**src/rtl/frac_enable_pkg.sv**
```systemverilog
package frac_enable_pkg;
  localparam int unsigned IDX_STEP = 0;
  localparam int unsigned IDX_WRAP = 1;

  typedef enum logic [1:0] {
    SEL_NONE = 2'd0,
    SEL_STEP = 2'd1,
    SEL_WRAP = 2'd2
  } reg_sel_e;
endpackage

```
**src/rtl/frac_enable_regs.sv**
```systemverilog
module frac_enable_regs
  import frac_enable_pkg::*;
#(
  parameter int unsigned ADR_W  = 4,
  parameter int unsigned DATA_W = 32,
  parameter int unsigned CNT_W  = 8
) (
  input  logic              clk_i,
  input  logic              rst_i,
  input  logic              cyc_i,
  input  logic              stb_i,
  input  logic              we_i,
  input  logic [ADR_W-1:0]  adr_i,
  input  logic [DATA_W-1:0] dat_i,
  output logic [DATA_W-1:0] dat_o,
  output logic              ack_o,
  output logic [CNT_W-1:0]  step_o,
  output logic [CNT_W-1:0]  wrap_o,
  output logic              restart_o
);
  localparam int unsigned PAD_W = DATA_W - CNT_W;

  logic             ack_q;
  logic             accept;
  reg_sel_e         sel;
  logic [CNT_W-1:0] step_q, wrap_q, rd_val;
  logic [DATA_W-1:0] rd_ext, dat_q;

  assign accept = cyc_i && stb_i && !ack_q;

  always_comb begin
    if (adr_i == ADR_W'(IDX_STEP))      sel = SEL_STEP;
    else if (adr_i == ADR_W'(IDX_WRAP)) sel = SEL_WRAP;
    else                                sel = SEL_NONE;
  end

  always_comb begin
    unique case (sel)
      SEL_STEP: rd_val = step_q;
      SEL_WRAP: rd_val = wrap_q;
      default:  rd_val = '0;
    endcase
  end

  generate
    if (PAD_W > 0) begin : g_pad
      assign rd_ext = {{PAD_W{1'b0}}, rd_val};
    end else begin : g_nopad
      assign rd_ext = rd_val[DATA_W-1:0];
    end
  endgenerate

  always_ff @(posedge clk_i) begin
    if (rst_i) begin
      ack_q  <= 1'b0;
      step_q <= '0;
      wrap_q <= '0;
      dat_q  <= '0;
    end else begin
      ack_q <= accept;
      if (accept && we_i && sel == SEL_STEP) step_q <= dat_i[CNT_W-1:0];
      if (accept && we_i && sel == SEL_WRAP) wrap_q <= dat_i[CNT_W-1:0];
      if (accept && !we_i) dat_q <= rd_ext;
    end
  end

  assign restart_o = accept && we_i && (sel == SEL_WRAP);
  assign ack_o  = ack_q;
  assign dat_o  = dat_q;
  assign step_o = step_q;
  assign wrap_o = wrap_q;

  assert_ack_follows_req_R2: assert property (@(posedge clk_i) disable iff (rst_i)
    (cyc_i && stb_i && !ack_o) |=> ack_o);
  assert_ack_single_R2: assert property (@(posedge clk_i) disable iff (rst_i)
    ack_o |=> !ack_o);
  assert_unmapped_write_ignored_R3: assert property (@(posedge clk_i) disable iff (rst_i)
    (cyc_i && stb_i && !ack_o && we_i && adr_i > ADR_W'(IDX_WRAP))
      |=> ($stable(step_o) && $stable(wrap_o)));
endmodule

```
**src/rtl/frac_enable_accum.sv**
```systemverilog
module frac_enable_accum #(
  parameter int unsigned CNT_W = 8
) (
  input  logic             clk_i,
  input  logic             rst_i,
  input  logic [CNT_W-1:0] step_i,
  input  logic [CNT_W-1:0] wrap_i,
  input  logic             restart_i,
  output logic             enable_o
);
  logic [CNT_W-1:0] acc_q;
  logic             carry_q;
  logic [CNT_W-1:0] addend;
  logic [CNT_W:0]   sum;

  assign addend = carry_q ? wrap_i : step_i;
  assign sum    = {1'b0, acc_q} + {1'b0, addend};

  always_ff @(posedge clk_i) begin
    if (rst_i) begin
      acc_q   <= '0;
      carry_q <= 1'b0;
    end else if (restart_i) begin
      acc_q   <= '0;
      carry_q <= 1'b1;
    end else begin
      acc_q   <= sum[CNT_W-1:0];
      carry_q <= sum[CNT_W];
    end
  end

  assign enable_o = carry_q;

  assert_reset_idle_R1: assert property (@(posedge clk_i) disable iff (rst_i)
    $fell(rst_i) |-> !enable_o);
  assert_restart_state_R5: assert property (@(posedge clk_i) disable iff (rst_i)
    restart_i |=> (enable_o && acc_q == '0));
  assert_zero_step_silent_R8: assert property (@(posedge clk_i) disable iff (rst_i)
    (!restart_i && !enable_o && step_i == '0) |=> !enable_o);
  assert_carry_leaves_below_wrap_R4: assert property (@(posedge clk_i) disable iff (rst_i)
    (!restart_i && enable_o && wrap_i == '0) |=> !enable_o);
endmodule

```
**src/rtl/frac_enable_gen.sv**
```systemverilog
module frac_enable_gen #(
  parameter int unsigned ADR_W  = 4,
  parameter int unsigned DATA_W = 32,
  parameter int unsigned CNT_W  = 8
) (
  input  logic              clk_i,
  input  logic              rst_i,
  input  logic              wb_cyc_i,
  input  logic              wb_stb_i,
  input  logic              wb_we_i,
  input  logic [ADR_W-1:0]  wb_adr_i,
  input  logic [DATA_W-1:0] wb_dat_i,
  output logic [DATA_W-1:0] wb_dat_o,
  output logic              wb_ack_o,
  output logic              enable_o
);
  logic [CNT_W-1:0] step_w, wrap_w;
  logic             restart_w;

  frac_enable_regs #(.ADR_W(ADR_W), .DATA_W(DATA_W), .CNT_W(CNT_W)) u_regs (
    .clk_i     (clk_i),
    .rst_i     (rst_i),
    .cyc_i     (wb_cyc_i),
    .stb_i     (wb_stb_i),
    .we_i      (wb_we_i),
    .adr_i     (wb_adr_i),
    .dat_i     (wb_dat_i),
    .dat_o     (wb_dat_o),
    .ack_o     (wb_ack_o),
    .step_o    (step_w),
    .wrap_o    (wrap_w),
    .restart_o (restart_w)
  );

  frac_enable_accum #(.CNT_W(CNT_W)) u_accum (
    .clk_i     (clk_i),
    .rst_i     (rst_i),
    .step_i    (step_w),
    .wrap_i    (wrap_w),
    .restart_i (restart_w),
    .enable_o  (enable_o)
  );
endmodule

```
**config.mk**
```make
export PLATFORM = sky130hd
export DESIGN_NAME = frac_enable_gen
export DESIGN_NICKNAME = d
export VERILOG_FILES = /design/src/rtl/frac_enable_pkg.sv /design/src/rtl/frac_enable_regs.sv /design/src/rtl/frac_enable_accum.sv /design/src/rtl/frac_enable_gen.sv
export SDC_FILE = /design/constraint.sdc
export NUM_CORES = 1
export LEC_CHECK = 0
export ABC_AREA = 1
export BUFFER_PORTS_ARGS = -buffer_cell sky130_fd_sc_hd__buf_2
export CAP_MARGIN = 10
export CORE_MARGIN = 1.5
export CORE_UTILIZATION = 33
export CTS_CLUSTER_SIZE = 30
export DETAILED_ROUTE_END_ITERATION = 6
export GPL_ROUTABILITY_DRIVEN = 0
export PLACE_DENSITY = 0.57
export SLEW_MARGIN = 20
export SYNTH_ARGS = -nofsm -noshare
export SYNTH_HDL_FRONTEND = slang
export SYNTH_HIERARCHICAL = 1
export SYNTH_SLANG_ARGS = --single-unit
export TNS_END_PERCENT = 100
```
**constraint.sdc**
```tcl
create_clock -name clk_i -period 4.8 [get_ports clk_i]
set_input_delay 0.24 -clock clk_i [delete_from_list [all_inputs] [get_ports clk_i]]
set_output_delay 0.24 -clock clk_i [all_outputs]
set_load 0.05 [all_outputs]
```
# Word level (Yosys, flattened, before mapping)

Index checks and enable logic that the tools add are counted.

Flip-flop bits (word level): 34
Input port bits: 41
Output and inout bits: 34
Logic and storage cells: 25

$add $sub $neg: 1
Eq/ne operators: 3
Multiplexer cells: 5
Reductions and logical operators: 10

Operator list:

| cell                                                             | count |
|---|---|
| 8-bit one-hot mux with 2 select lines                            | 1 |
| 8-bit by 8-bit adder with 9-bit output                           | 1 |
| 8-bit 2-to-1 mux                                                 | 1 |
| 1-bit logical AND                                                | 6 |
| 4-bit by 1-bit == test with 1-bit output (second input constant) | 1 |
| 4-bit logical NOT                                                | 1 |
| 2-bit 2-to-1 mux                                                 | 2 |
| 2-bit by 1-bit == test with 1-bit output (second input constant) | 1 |
| 2-bit == test (second input constant)                            | 1 |
| 1-bit logical NOT                                                | 2 |
| 2-bit OR reduction                                               | 1 |
| 1-bit 2-to-1 mux                                                 | 1 |

# Logic depth before layout (Yosys ltp)

Gate-level depths: netlist (run 1).

Depth after elaboration: 6
Depth in mapped cells: 11
Mapped depth without buffers: 11

# Modules after synthesis

The synthesis (run 1) kept the hierarchy.

By module, submodules not included:

| module            | times used | cells each | area an instance (sq um) | sequential area each (sq um) |
|---|---|---|---|---|
| frac_enable_regs  | 1          | 200        | 1441.4                   | 500.5 |
| frac_enable_accum | 1          | 109        | 738.2                    | 180.2 |

# Worst setup path after synthesis (run 1)

No wires, ideal clock.

Path kind: register to register
From: register u_accum.carry_q, in the netlist u_accum/enable_o
To: register u_accum.acc_q[4]
Library setup time: 0.113 ns
Arrival: 2.070 ns
Data required time: 4.687 ns
Setup slack: 2.617 ns
Cell stages (with the launch flop): 10
Path buffers: 1
Period minus slack after synthesis: 2.183 ns
Path through: dfxtp_1 > buf_2 > mux2_1 > ha_1 > inv_1 > fa_1 > nor2_1 > or2_1 > nor2_1 > nor2_1

Longest elaborated chain between the ends: 2

Ends and longest elaborated chain:

| element                                | RTL line                | RTL |
|---|---|---|
| from (decl)                            | frac_enable_accum.sv:12 | `logic carry_q;` |
| from (signal assigned)                 | frac_enable_accum.sv:28 | `carry_q <= sum[CNT_W];` |
| 8-bit 2-to-1 mux                       | frac_enable_accum.sv:16 | `assign addend = carry_q ? wrap_i : step_i;` |
| 8-bit by 8-bit adder with 9-bit output | frac_enable_accum.sv:17 | `assign sum = {1'b0, acc_q} + {1'b0, addend};` |
| to (signal assigned)                   | frac_enable_accum.sv:27 | `acc_q <= sum[CNT_W-1:0];` |
| to (decl)                              | frac_enable_accum.sv:11 | `logic [CNT_W-1:0] acc_q;` |

Every way passes these cells.
A chain may end at the register's enable or synchronous reset.

# Worst setup path in the final report (run 1)

Same ends and word-level chain as after synthesis.

==> results of run 1 <==
-- where the power goes --
part / switching (mW) / total [mW] / internal [mW]
registers: 0.00248 / 0.289 / 0.287
clock network: 0.114 / 0.335 / 0.222
logic: 0.0884 / 0.107 / 0.0185
-- metal layers --
metal	vias up	global-route usage	routed length [um]
met1	766	0.174	2160
met5	-	0	0
met4	0	0.0626	63
met2	28	0.231	2060
li1	965	-	-
met3	5	0.0334	161
-- cell type report --
class | count | area [um^2] | share of cell area
Multi-Input combinational cell | 230 | 1220 | 0.506
Sequential cell | 34 | 681 | 0.282
Inverter | 38 | 143 | 0.0591
Timing Repair Buffer | 26 | 130 | 0.0539
Tap cell | 77 | 96.3 | 0.0399
Clock buffer | 6 | 82.6 | 0.0342
Clock inverter | 2 | 60.1 | 0.0249
-- Yosys cell counts (3+ instances only) --
library cell,n
nand4_1,7
a21oi_1,4
inv_1,35
mux2_1,5
ha_1,8
nand2_1,55
o21ai_0,8
inv_2,3
nor2_1,67
dfxtp_1,34
nor2_8,4
nand3_1,28
nor2_4,3
buf_4,25
-- critical path, delay by kind of cell, from the launching register on --
kind | cells | cell delay [ns]
AND/OR/NAND/NOR | 5 | 0.48
buffers and inverters | 1 | 0.07
multiplexers | 1 | 0.38
flip-flops | 1 | 0.61
adder cells (fa/ha/maj) | 2 | 0.44
-- cell families after synthesis --
group	count (synthesis)	synth area share
AOI/OAI and AO/OA	14	0.0321
DFF	34	0.312
buffers and inverters	68	0.168
muxes	7	0.0362
xor gates and xnor gates	1	0.00402
and+or+nand+nor	175	0.391
other	1	0.00172
adders and majority gates	9	0.0551
-- per-stage QoR --
stage                     std cells  hold slack (ns)
after floorplan                 332            0.312
after global placement          405            0.489
after detailed placement        405            0.492
after CTS                       413            0.183
after global routing            413            0.193
final                           413            0.186
-- state kept, by name, indices dropped and copies added, names as in the netlist --
signal and cells:
u_accum/acc_q 8, u_accum/enable_o 1, u_regs/ack_o 1, u_regs/dat_o 8
u_regs/step_o 8, u_regs/wrap_o 8
-- worst paths after layout --
path                            cells past startpoint  slack [ns]                to        startpoint
worst max-delay path                                9        2.78  u_accum/acc_q[4]  u_accum/enable_o
worst min-delay path                                2        0.19      u_regs/ack_o             rst_i
worst max register to register                      9        2.78  u_accum/acc_q[4]  u_accum/enable_o
worst min register to register                      2        0.51  u_regs/step_o[3]  u_regs/step_o[3]
==> flow_summary.json, run 1 <==
{
  "status": "completed",
  "clockBufferDepth": 2,
  "end_kind": "register",
  "drt-initial-drc-count": 62,
  "fill_cells": 693,
  "rsz0062_at_grt": "no",
  "routed_wl_mm": 4.45,
  "fin_tns_setup_ns": 0,
  "synth-seq-cells": 34,
  "vias": 1764,
  "wl_per_cell_um": 10.8,
  "skew_ns": 0.00974,
  "fin_area_mm2": 0.00241,
  "final_common_cell": "nor2_1",
  "drv_cap": 0,
  "grt_max_degree": 25,
  "start_util": 0.343,
  "syn_avg_cell_area_um2": 7.05,
  "cts_tree": "built",
  "crit_slowest_cell": "dfxtp_1",
  "grtUsageTotal": 0.140,
  "cp_data_required_time_ns": 5.04,
  "crit_path_cell_trace": "mux2_1 -> ha_1 -> inv_1 -> fa_1 -> nor2_1 -> or2_1 -> nand2_1 -> nand2_1 -> nor2_1",
  "synth_top_cell_by_area": "dfxtp_1",
  "dp_slack_ns": 2.75,
  "post_cts_resized": 0,
  "synth_cell_types": 32,
  "p_leak_nw": 1.28,
  "synthFlopType": "dfxtp_1",
  "path_clk_slew_ns": 0.08,
  "cts_hold_buf": 0,
  "io_buffers": 26,
  "clock-root-buffer": "clkbuf_8",
  "yosysWarningCount": 6,
  "synth_cells": 309,
  "cts_setup_buffers": 0,
  "finalSetupViolations": 0,
  "slew_viol_final": 0,
  "final_antenna_net_count": 0,
  "drive_above_1_share": 0.161,
  "critical_path.startpoint_type": "register",
  "cts_max_level": 2,
  "cp_max_fo": 10,
  "insertion_delay_ns": 0.30,
  "peakVddDrop_v": 0.000114,
  "die_x_um": 84.3,
  "clock.fmax_mhz": 495,
  "synth_edf_count": 0,
  "relSlewSlack": 0.511,
  "grt_pass1_vias": 1753,
  "rows": 29,
  "finalHoldViolCount": 0,
  "slowest_delay_ns": 0.61,
  "powerDensity_mw_per_mm2": 303,
  "criticalPathCategory": "register to register",
  "synth_top_area_share": 0.312,
  "holdCritPathClass": "primary input to register",
  "dp_hpwl_mm": 3.36,
  "synth-seq-area-share": 0.312,
  "final_nets": 385,
  "yosys-top-cells-area": "dfxtp_1, nor2_1, nand2_1",
  "drt-pass1-iter-count": 4,
  "layout_common_cells": "nor2_1, nand2_1, inv_1",
  "cts.sinks": 34,
  "tightest_slew_ns": 0.732,
  "synth.cell_area_mm2": 0.00218,
  "die_area_mm2": 0.00710,
  "die_height_um": 84.3,
  "placed_area_mm2": 0.00227,
  "p_total_mw": 0.732,
  "avgViaCountPerCell": 4.27,
  "antenna_found_initial": 0,
  "cts_buffers": 5,
  "min_period_over_period": 0.421,
  "grt_pass1_wl_mm": 7.87,
  "async_reset_ff_frac": 0,
  "worst_slack_ns": 2.78,
  "crit_arrival_ns": 2.26,
  "overflow": 0,
  "n_antenna_cell": 0,
  "io-pin-count": 75,
  "post-route-drc-count": 0,
  "coreArea_mm2": 0.00635,
  "final_util": 0.380,
  "post-route-min-period_ns": 2.02,
  "area_growth_pct": 10.7
}
Power figures use the tool's default switching activity.
==> run 2: changes to the inputs <==
==> constraint.sdc (replaced) <==
create_clock -name clk_i -period 2.02 [get_ports clk_i]
set_input_delay 0.101 -clock clk_i [delete_from_list [all_inputs] [get_ports clk_i]]
set_output_delay 0.101 -clock clk_i [all_outputs]
set_load 0.05 [all_outputs]
==> flow_summary.json, run 2 (synthesis results as in run 1) <==
{
  "wl_per_cell_um": 10.6,
  "io-pin-count": 75,
  "finalHoldViolCount": 0,
  "grt_pass1_vias": 1723,
  "grt_max_degree": 25,
  "placed_area_mm2": 0.00227,
  "vias": 1776,
  "fin_tns_setup_ns": 0,
  "relSlewSlack": 0.544,
  "cts_setup_buffers": 0,
  "criticalPathCategory": "register to register",
  "p_total_mw": 1.47,
  "post-route-drc-count": 0,
  "p_leak_nw": 1.26,
  "cp_max_fo": 10,
  "grt_pass1_wl_mm": 7.72,
  "wl_met2_mm": 1.99,
  "fin_area_mm2": 0.00237,
  "die_height_um": 84.3,
  "die_area_mm2": 0.00710,
  "slew_viol_final": 0,
  "rows": 29,
  "drt-pass1-iter-count": 5,
  "io_buffers": 26,
  "drv_cap": 0,
  "clock.fmax_mhz": 554,
  "end_kind": "register",
  "holdCritPathClass": "primary input to register",
  "cp_data_required_time_ns": 2.24,
  "antenna_found_initial": 0,
  "wirelength_met1_mm": 2.08,
  "final_nets": 385,
  "fin_cells": 413,
  "cts_max_level": 2,
  "wl_met3_um": 273,
  "top_layer": "met4",
  "start_util": 0.343,
  "tightest_slew_ns": 0.683,
  "dp_hpwl_mm": 3.28,
  "crit_arrival_ns": 2.03,
  "drive_above_1_share": 0.164,
  "final_antenna_net_count": 0,
  "die_x_um": 84.3,
  "cts_tree": "built",
  "peakVddDrop_v": 0.000302,
  "cts.sinks": 34,
  "avgViaCountPerCell": 4.30,
  "hold_ws_ns": 0.0564,
  "clock-root-buffer": "clkbuf_8",
  "drt-initial-drc-count": 150,
  "fill_cells": 725,
  "critical_path.startpoint_type": "register",
  "layout_common_cells": "nor2_1, nand2_1, inv_1",
  "min_period_over_period": 0.894,
  "routed_wl_mm": 4.38,
  "post_cts_resized": 0,
  "overflow": 0,
  "cts_buffers": 5,
  "dp.cells": 405,
  "clockBufferDepth": 2,
  "path_clk_slew_ns": 0.07,
  "cts_hold_buf": 0,
  "final_common_cell": "nor2_1",
  "status": "completed",
  "post-route-min-period_ns": 1.81,
  "n_antenna_cell": 0,
  "area_growth_pct": 8.67,
  "finalSetupViolations": 0,
  "coreArea_mm2": 0.00635,
  "grtUsageTotal": 0.134,
  "skew_ns": 0.00728,
  "powerDensity_mw_per_mm2": 619,
  "insertion_delay_ns": 0.28,
  "rsz0062_at_grt": "no"
}
run 2: per-layer routing:
metal	vias up	GRT usage
li1	961	-
met1	772	0.173
met2	39	0.217
met3	4	0.0383
met4	0	0.0387
met5	-	0
run 2: metrics by stage:
step | utilization | worst slack, ns
6_report | 0.373 | 0.214
5_1_grt | 0.373 | 0.0355
4_1_cts | 0.373 | 0.131
3_5_place_dp | 0.358 | 0.153
3_3_place_gp | 0.358 | 0.176
2_1_floorplan | - | 0.0123
run 2: final timing paths:
kind                                  startpoint                to  slack (ns)  cells after the start
worst min-delay path                       rst_i      u_regs/ack_o        0.06                      2
worst min register to register  u_regs/step_o[4]  u_regs/step_o[4]        0.50                      2
worst max-delay path            u_accum/enable_o  u_accum/acc_q[4]        0.21                      9
worst max register to register  u_accum/enable_o  u_accum/acc_q[4]        0.21                      9
run 2: power breakdown:
group / total (mW) / switching [mW] / internal (mW) / leakage (nW)
clock network: 0.528 / 0.254 / 0.274 / 0.0472
logic: 0.253 / 0.209 / 0.0440 / 0.933
registers: 0.686 / 0.00580 / 0.681 / 0.276
total: 1.47 / 0.468 / 0.999 / 1.26
run 2: area by class of cell:
cell class                      instances  area, um^2  area share
Clock buffer                            6        82.6      0.0349
Clock inverter                          2        12.5     0.00528
Inverter                               38         143      0.0602
Multi-Input combinational cell        230        1220       0.515
Sequential cell                        34         684       0.289
Tap cell                               77        96.3      0.0407
Timing Repair Buffer                   26         130      0.0549
run 2: worst max-delay path, stage by stage, from the launching register on:
cell     delay, ns
dfxtp_4       0.43
mux2_1        0.35
ha_1          0.19
inv_1         0.07
fa_1          0.23
nor2_1        0.08
or2_1         0.22
nand2_1       0.06
nand2_1       0.04
nor2_1        0.08
==> run 3: changes to the inputs <==
==> constraint.sdc (replaced) <==
create_clock -name clk_i -period 2.3 [get_ports clk_i]
set_input_delay 0.115 -clock clk_i [delete_from_list [all_inputs] [get_ports clk_i]]
set_output_delay 0.115 -clock clk_i [all_outputs]
set_load 0.05 [all_outputs]
==> flow_summary.json, run 3 (synthesis results as in run 1) <==
{
  "finalHoldViolCount": 0,
  "cts_setup_buffers": 0,
  "relSlewSlack": 0.520,
  "die_area_mm2": 0.00710,
  "io-pin-count": 75,
  "avgViaCountPerCell": 4.30,
  "grt_max_degree": 25,
  "die_x_um": 84.3,
  "dp.cells": 405,
  "cts.sinks": 34,
  "finalSetupViolations": 0,
  "fin_tns_setup_ns": 0,
  "drive_above_1_share": 0.161,
  "cts_hold_buf": 0,
  "rows": 29,
  "layout_common_cells": "nor2_1, nand2_1, inv_1",
  "fin_area_mm2": 0.00238,
  "overflow": 0,
  "hold_path_depth": 2,
  "skew_ns": 0.0103,
  "peakVddDrop_v": 0.000379,
  "p_leak_nw": 1.26,
  "dp_hpwl_mm": 3.35,
  "start_util": 0.343,
  "wl_per_cell_um": 10.6,
  "coreArea_mm2": 0.00635,
  "hold_ws_ns": 0.0677,
  "routed_wl_mm": 4.37,
  "clock.fmax_mhz": 503,
  "vias": 1774,
  "final_common_cell": "nor2_1",
  "dp_slack_ns": 0.298,
  "final_antenna_net_count": 0,
  "area_growth_pct": 9.36,
  "grtUsageTotal": 0.132,
  "cts_max_level": 2,
  "cp_max_fo": 10,
  "slew_viol_final": 0,
  "path_clk_slew_ns": 0.08,
  "critical_path.startpoint_type": "register",
  "criticalPathCategory": "register to register",
  "post-route-drc-count": 0,
  "min_period_over_period": 0.865,
  "clock-root-buffer": "clkbuf_8",
  "n_antenna_cell": 0,
  "cts_buffers": 5,
  "cts_tree": "built",
  "die_height_um": 84.3,
  "rsz0062_at_grt": "no",
  "io_buffers": 26,
  "status": "completed",
  "holdCritPathClass": "primary input to register",
  "drt-initial-drc-count": 62,
  "cp_data_required_time_ns": 2.49,
  "end_kind": "register",
  "crit_arrival_ns": 2.18,
  "fin_cells": 413,
  "grt_pass1_wl_mm": 7.56,
  "antenna_found_initial": 0,
  "worst-r2r-cell-count": 8,
  "drv_cap": 0,
  "insertion_delay_ns": 0.29,
  "post-route-min-period_ns": 1.99,
  "drt-pass1-iter-count": 4,
  "post_cts_resized": 0,
  "powerDensity_mw_per_mm2": 583,
  "worst_slack_ns": 0.311,
  "tightest_slew_ns": 0.720,
  "placed_area_mm2": 0.00227,
  "grt_pass1_vias": 1688,
  "final_nets": 385,
  "clockBufferDepth": 2
}
## run 3: cell count changes in the layout (fill, tap and decap cells not counted), sizes merged
| cell | change |
|---|---|
| clkinv | -1 |
| clkinvlp | +1 |
| clkbuf | -1 |
| bufinv | +1 |
## run 3: cell type report
class | count | area, um^2
clock buffers | 5 | 68.8
well taps | 77 | 96.3
repair buffers | 26 | 130
flip-flops and latches | 34 | 681
inverters | 38 | 143
fillers | 702 | 3970
multi-input cells | 230 | 1220
clock inverters | 3 | 45.0
## run 3: report_power, final
group          switching [mW]  internal (mW)
registers             0.00513          0.599
clock network           0.240          0.322
logic                   0.184         0.0387
## run 3: critical path: stages (launching register included)
cell     delay (ns)
dfxtp_1        0.59
mux2_1         0.38
ha_1           0.19
inv_1          0.07
fa_1           0.24
nor2_1         0.08
or2_1          0.22
nor2_1         0.09
nor2_1         0.05
## run 3: final timing paths
kind	startpoint	endpoint	slack (ns)
hold / removal	rst_i	u_regs/ack_o	0.07
setup / recovery	u_accum/enable_o	u_accum/acc_q[4]	0.31
hold reg to reg	u_regs/step_o[3]	u_regs/step_o[3]	0.51
setup reg to reg	u_accum/enable_o	u_accum/acc_q[4]	0.31
## run 3: routing by layer
layer / vias to the layer above / wire [um] / global-route usage
met5: - / 0 / 0
met4: 0 / 21 / 0.0402
met3: 3 / 184 / 0.0334
met2: 33 / 2000 / 0.212
met1: 769 / 2160 / 0.175
li1: 969 / - / -
## run 3: stage by stage
step / power, mW / utilization
CTS: 1.41 / 0.375
finish: 1.39 / 0.375
detailed placement: 0.841 / 0.357
global placement: 0.839 / 0.357
global route: 1.45 / 0.375
floorplan: 0.834 / -
